==> src/rtl/rft_pkg.sv <==
package rft_pkg;

  typedef struct packed {
    logic o0;
    logic o1;
    logic o2;
  } rgate_t;

  // two-target controlled XOR: control passes, each target XORed with control
  function automatic rgate_t dcx(input logic c, input logic t1, input logic t2);
    rgate_t r;
    r.o0 = c;
    r.o1 = c ^ t1;
    r.o2 = c ^ t2;
    return r;
  endfunction

  // controlled swap: data lines exchange when control is one
  function automatic rgate_t cswap(input logic c, input logic d1, input logic d2);
    rgate_t r;
    r.o0 = c;
    r.o1 = c ? d2 : d1;
    r.o2 = c ? d1 : d2;
    return r;
  endfunction

endpackage

==> src/rtl/rft_fa_cell.sv <==
module rft_fa_cell
  import rft_pkg::*;
(
  input  logic a,
  input  logic b,
  input  logic ci,
  output logic s,
  output logic co,
  output logic p,
  output logic g0,
  output logic g1
);

  rgate_t st1, st2, st3, st4;

  always_comb begin
    st1 = dcx(a, b, 1'b0);               // a, a^b, copy of a
    st2 = dcx(ci, 1'b0, st1.o0);         // ci, copy of ci, a^ci
    st3 = cswap(st1.o1, st1.o2, st2.o0); // propagate selects a or ci as carry
    st4 = dcx(st3.o0, st2.o1, st2.o2);   // propagate, sum, b^ci
  end

  assign p  = st4.o0;
  assign s  = st4.o1;
  assign co = st3.o1;
  assign g0 = st4.o2;
  assign g1 = st3.o2;

  always_comb begin
    ap_cell_add_r1: assert ({co, s} == 2'(a) + 2'(b) + 2'(ci))
      else $error("cell add mismatch");
    ap_cell_parity_r4: assert ((a ^ b ^ ci) == (s ^ co ^ p ^ g0 ^ g1))
      else $error("cell parity mismatch");
  end

endmodule

==> src/rtl/rft_skip_net.sv <==
module rft_skip_net
  import rft_pkg::*;
#(
  parameter int W = 4
) (
  input  logic [W-1:0]   prop,
  input  logic           c_rip,
  input  logic           c_in,
  output logic           c_sel,
  output logic [2*W-1:0] junk
);

  logic [W-1:0] and_t;
  rgate_t       mx;

  assign and_t[0] = prop[0];

  for (genvar i = 1; i < W; i++) begin : g_and
    rgate_t fr;
    always_comb fr = cswap(prop[i], and_t[i-1], 1'b0);
    assign and_t[i]        = fr.o2;
    assign junk[2*(i-1)]   = fr.o0;
    assign junk[2*(i-1)+1] = fr.o1;
  end

  always_comb mx = cswap(and_t[W-1], c_rip, c_in);

  assign c_sel        = mx.o1;
  assign junk[2*W-2]  = mx.o0;
  assign junk[2*W-1]  = mx.o2;

  always_comb begin
    if (&prop) begin
      ap_skip_bypass_r3: assert (c_sel == c_in) else $error("bypass not taken");
    end else begin
      ap_skip_ripple_r3: assert (c_sel == c_rip) else $error("ripple carry lost");
    end
    ap_skip_parity_r4: assert ((^prop ^ c_rip ^ c_in) == (c_sel ^ ^junk))
      else $error("skip parity mismatch");
  end

endmodule

==> src/rtl/rft_skip_adder.sv <==
module rft_skip_adder
  import rft_pkg::*;
#(
  parameter int W = 4,
  localparam int NJUNK = 4*W + 3,
  localparam int NLINE = W + 1 + NJUNK
) (
  input  logic [W-1:0]     x,
  input  logic [W-1:0]     y,
  input  logic             cin,
  input  logic [NLINE-1:0] fault_mask,
  output logic [W-1:0]     sum,
  output logic             cout,
  output logic [NJUNK-1:0] junk,
  output logic             par_err
);

  rgate_t cin_split, cout_drv;
  logic [W:0]       carry;
  logic [W-1:0]     sum_raw, prop, cg0, cg1;
  logic [2*W-1:0]   skip_junk;
  logic             c_sel;
  logic [NJUNK-1:0] junk_raw;
  logic [NLINE-1:0] line_raw, line_out;
  logic [W:0]       ref_add;

  always_comb cin_split = dcx(cin, 1'b0, 1'b0);
  assign carry[0] = cin_split.o0;

  for (genvar i = 0; i < W; i++) begin : g_cell
    rft_fa_cell u_cell (
      .a  (x[i]),
      .b  (y[i]),
      .ci (carry[i]),
      .s  (sum_raw[i]),
      .co (carry[i+1]),
      .p  (prop[i]),
      .g0 (cg0[i]),
      .g1 (cg1[i])
    );
  end

  rft_skip_net #(.W(W)) u_skip (
    .prop  (prop),
    .c_rip (carry[W]),
    .c_in  (cin_split.o1),
    .c_sel (c_sel),
    .junk  (skip_junk)
  );

  always_comb cout_drv = dcx(c_sel, 1'b0, 1'b0);

  assign junk_raw = {cin_split.o2, cout_drv.o2, cout_drv.o1, skip_junk, cg1, cg0};
  assign line_raw = {junk_raw, cout_drv.o0, sum_raw};
  assign line_out = line_raw ^ fault_mask;

  assign sum     = line_out[W-1:0];
  assign cout    = line_out[W];
  assign junk    = line_out[NLINE-1:W+1];
  assign par_err = (^x ^ ^y ^ cin) ^ (^line_out);

  assign ref_add = {1'b0, x} + {1'b0, y} + (W+1)'(cin);

  always_comb begin
    if (fault_mask == '0) begin
      ap_sum_r1: assert (sum == ref_add[W-1:0]) else $error("sum wrong");
      ap_cout_r2: assert (cout == ref_add[W]) else $error("cout wrong");
      ap_par_clean_r4: assert (!par_err) else $error("false parity alarm");
    end
    ap_par_mask_r6: assert (par_err == ^fault_mask) else $error("parity flag vs mask");
  end

endmodule

==> config.mk <==
export PLATFORM = sky130hd
export DESIGN_NAME = rft_skip_adder
export DESIGN_NICKNAME = d
export VERILOG_FILES = /design/src/rtl/rft_pkg.sv /design/src/rtl/rft_fa_cell.sv /design/src/rtl/rft_skip_net.sv /design/src/rtl/rft_skip_adder.sv
export SDC_FILE = /design/constraint.sdc
export NUM_CORES = 1
export LEC_CHECK = 0
export ABC_CLOCK_PERIOD_IN_PS = 10700
export CAP_MARGIN = 20
export CORE_MARGIN = 1
export CORE_UTILIZATION = 37
export DETAILED_ROUTE_END_ITERATION = 8
export PLACE_DENSITY = 0.89
export SYNTH_ARGS = -nofsm -noshare
export SYNTH_HDL_FRONTEND = slang
export SYNTH_SLANG_ARGS = --single-unit
==> constraint.sdc <==
create_clock -name vclk -period 10.7
set_clock_uncertainty 0.05 [all_clocks]
set_input_delay 2.14 -clock vclk [all_inputs]
set_output_delay 2.14 -clock vclk [all_outputs]
set_load 0.02 [all_outputs]
==> reports/summary.md <==
The tools report the starting density of the core as 0.4035. Traced cell by cell, the critical path runs through clkdlybuf4s50_1, maj3_2, maj3_2, maj3_2, maj3_2, xor2_1, xor2_1, xnor3_1, clkdlybuf4s50_1. Global routing finished with a remaining overflow of 0. The logs give 1896 um for the total wire length and 0 for the count of final setup violators. The first detailed-routing pass ran for 3 iterations. In this run the vertical extent of the chip is 46.10 um. The layout has 0 clock buffers. The max capacitance violation total is 0. For the post-detailed-route count of antenna-violating nets, the log shows 0. Die outline width: 46.10 um. The run finished with clean final reports.

Counting stages on the worst path, the most repeated cell is maj3_2. The run gives 3.093 ns as the final worst setup slack. Among cell families on the critical path, the largest total delay comes from adder cells. The antenna diode count is 0. The via density per instance is 4.466. The layout overhead on the synthesized area works out to 81.74%. The total routing resource utilization after global routing was 0.1834; the final period utilization was 0.7109. The power per unit of standard cell area is 141.5 nW/um^2.

Across the whole layout, storage elements account for 0 sq um. The critical-path maximum fanout came out at 6. Setup repair after global routing left no endpoint under its margin.

The post-route non-filler standard cell count was 163. The worst setup path is of the input port to output pin kind. The final critical-path required period was 7.607 ns. The number of primary I/O pins was 58. The run gives 0 as the sequential cell area fraction in the yosys report. The number of setup buffers added after CTS is 0. The worst-case IR drop observed on VDD is 0.1417 mV.

The run gives 719.4 sq um as the synthesized cell area. The number of instances in the synthesized netlist came out at 84. Leaving out fill and tap cells, the most frequent cell in the layout is clkdlybuf4s50_1. Site row count: 15. The number of distinct library cells after synthesis was 13; the count of buffers inserted at the top-level ports was 58.

The first global-routing pass estimated 2918 um of wire. The logs give 0 for the number of DRC violations after detailed routing and 1783 sq um for the total core area. The routed length per instance works out to 11.63 um. The run gives 0 as the initial antenna violation count.

The max-slew headroom at the worst pin was 0.7213; the post-synthesis area per instance was 8.565 sq um. Fill cells in the final layout number 140. In this design, the stage delay of the slowest critical-path cell is 0.55 ns. For the leakage component of the power, the log shows 0.4757 nW.

Entering global routing, the biggest net connects 7 pins. The worst setup path is captured at an output pin. Critical path buffer and inverter count: 2. The final net count came out at 173.

The fraction of final layout cells sized beyond drive strength 1 came out at 0.03623. The cell at the slowest stage of the critical path was clkdlybuf4s50_1. Startpoint type of the worst setup path: an input port. The tools report the half-perimeter wire length after detailed placement as 1730 um. The utilization after layout was 0.7333; the fmax was 131.5 MHz. The final estimated routing congestion in global placement is 0.7943. The hold buffer count at cts was 0. The overall die area is 2125 sq um. Leaving out fill and tap cells, the most frequent cells in the layout are 58 x clkdlybuf4s50_1, 42 x xnor2_1, 18 x xor2_1. The number of global-route vias before repair came out at 684. In the finished design the tool counted flip-flops and latches totalling 0. For this block, the initial DRC count from the detailed router was 4.

The tools report the number of failing hold endpoints at the final stage as 0. The required time of the critical path is 8.51 ns, and the aggregate negative setup slack is 0 ns. The worst hold path belongs to the class input port to output pin. Final hold analysis gives a worst-case slack of 5.320 ns. The logs give 0 for the total of cells resized after clock tree synthesis and 0 for the number of pins exceeding their max-slew limit in the final report. In the final layout, the multi-input gates occupy 680.7 sq um. Before CTS, the worst setup slack after placement is 3.068 ns. The post-synth net total was 117; the total via count after detailed routing was 728.

At the pin with the least slew margin, the transition time is 0.4151 ns. The run gives 0 as the total number of yosys warnings. At the worst endpoint, the arrival time is 5.42 ns. Including well taps, the total number of placed cells is 163.
routing by layer:
metal | global-route usage | vias to the layer above | share of wire
li1 | - | 368 | -
met1 | 0.2313 | 327 | 0.41
met2 | 0.3577 | 33 | 0.51
met4 | 0 | 0 | 0
met3 | 0.007843 | 0 | 0.076
met5 | 0 | - | 0
cell usage after synthesis, drive strengths merged:
library cell	n	area share
xnor2	42	0.51
xor2	18	0.22
maj3	8	0.12
inv	4	0.021
nand2	4	0.021
buf	3	0.028
xnor3	2	0.063
clkbuf	1	0.0052
nand3	1	0.0069
nor2	1	0.0052
area by class of cell:
type,instances,area share
repair buffers,58,0.4440
multi-input cells,76,0.5206
inverters,4,0.01148
well taps,25,0.02392
worst paths after layout:
path                      start      end  slack, ns  cells after the start
hold / removal    fault_mask[9]  junk[4]       5.32                      3
setup / recovery            cin  par_err       3.09                      9
stage by stage:
| stage | power (mW) | cell area (sq um) |
|---|---|---|
| after detailed placement | 0.1864 | 1308 |
| after CTS | 0.1868 | 1308 |
| after global routing | 0.1965 | 1308 |
| after global placement | 0.1836 | 1308 |
| after floorplan | 0.1159 | 719.4 |
| final | 0.1850 | 1308 |
report_power, final:
part | total, mW | internal (mW) | switching [mW]
Clock | 0 | 0 | 0
Combinational | 0.185 | 0.105 | 0.0800
Sequential | 0 | 0 | 0
Total | 0.185 | 0.105 | 0.0800
cells by family (layout without fill, tap and decap cells):
logic type                 count (synthesis)  after routing  synth area share
and+or+nand+nor                            6              6           0.03303
buffers and inverters                      8             62           0.05389
xor gates and xnor gates                  62             62            0.7930
adders and majority gates                  8              8            0.1200
Power figures use the tool's default switching activity.
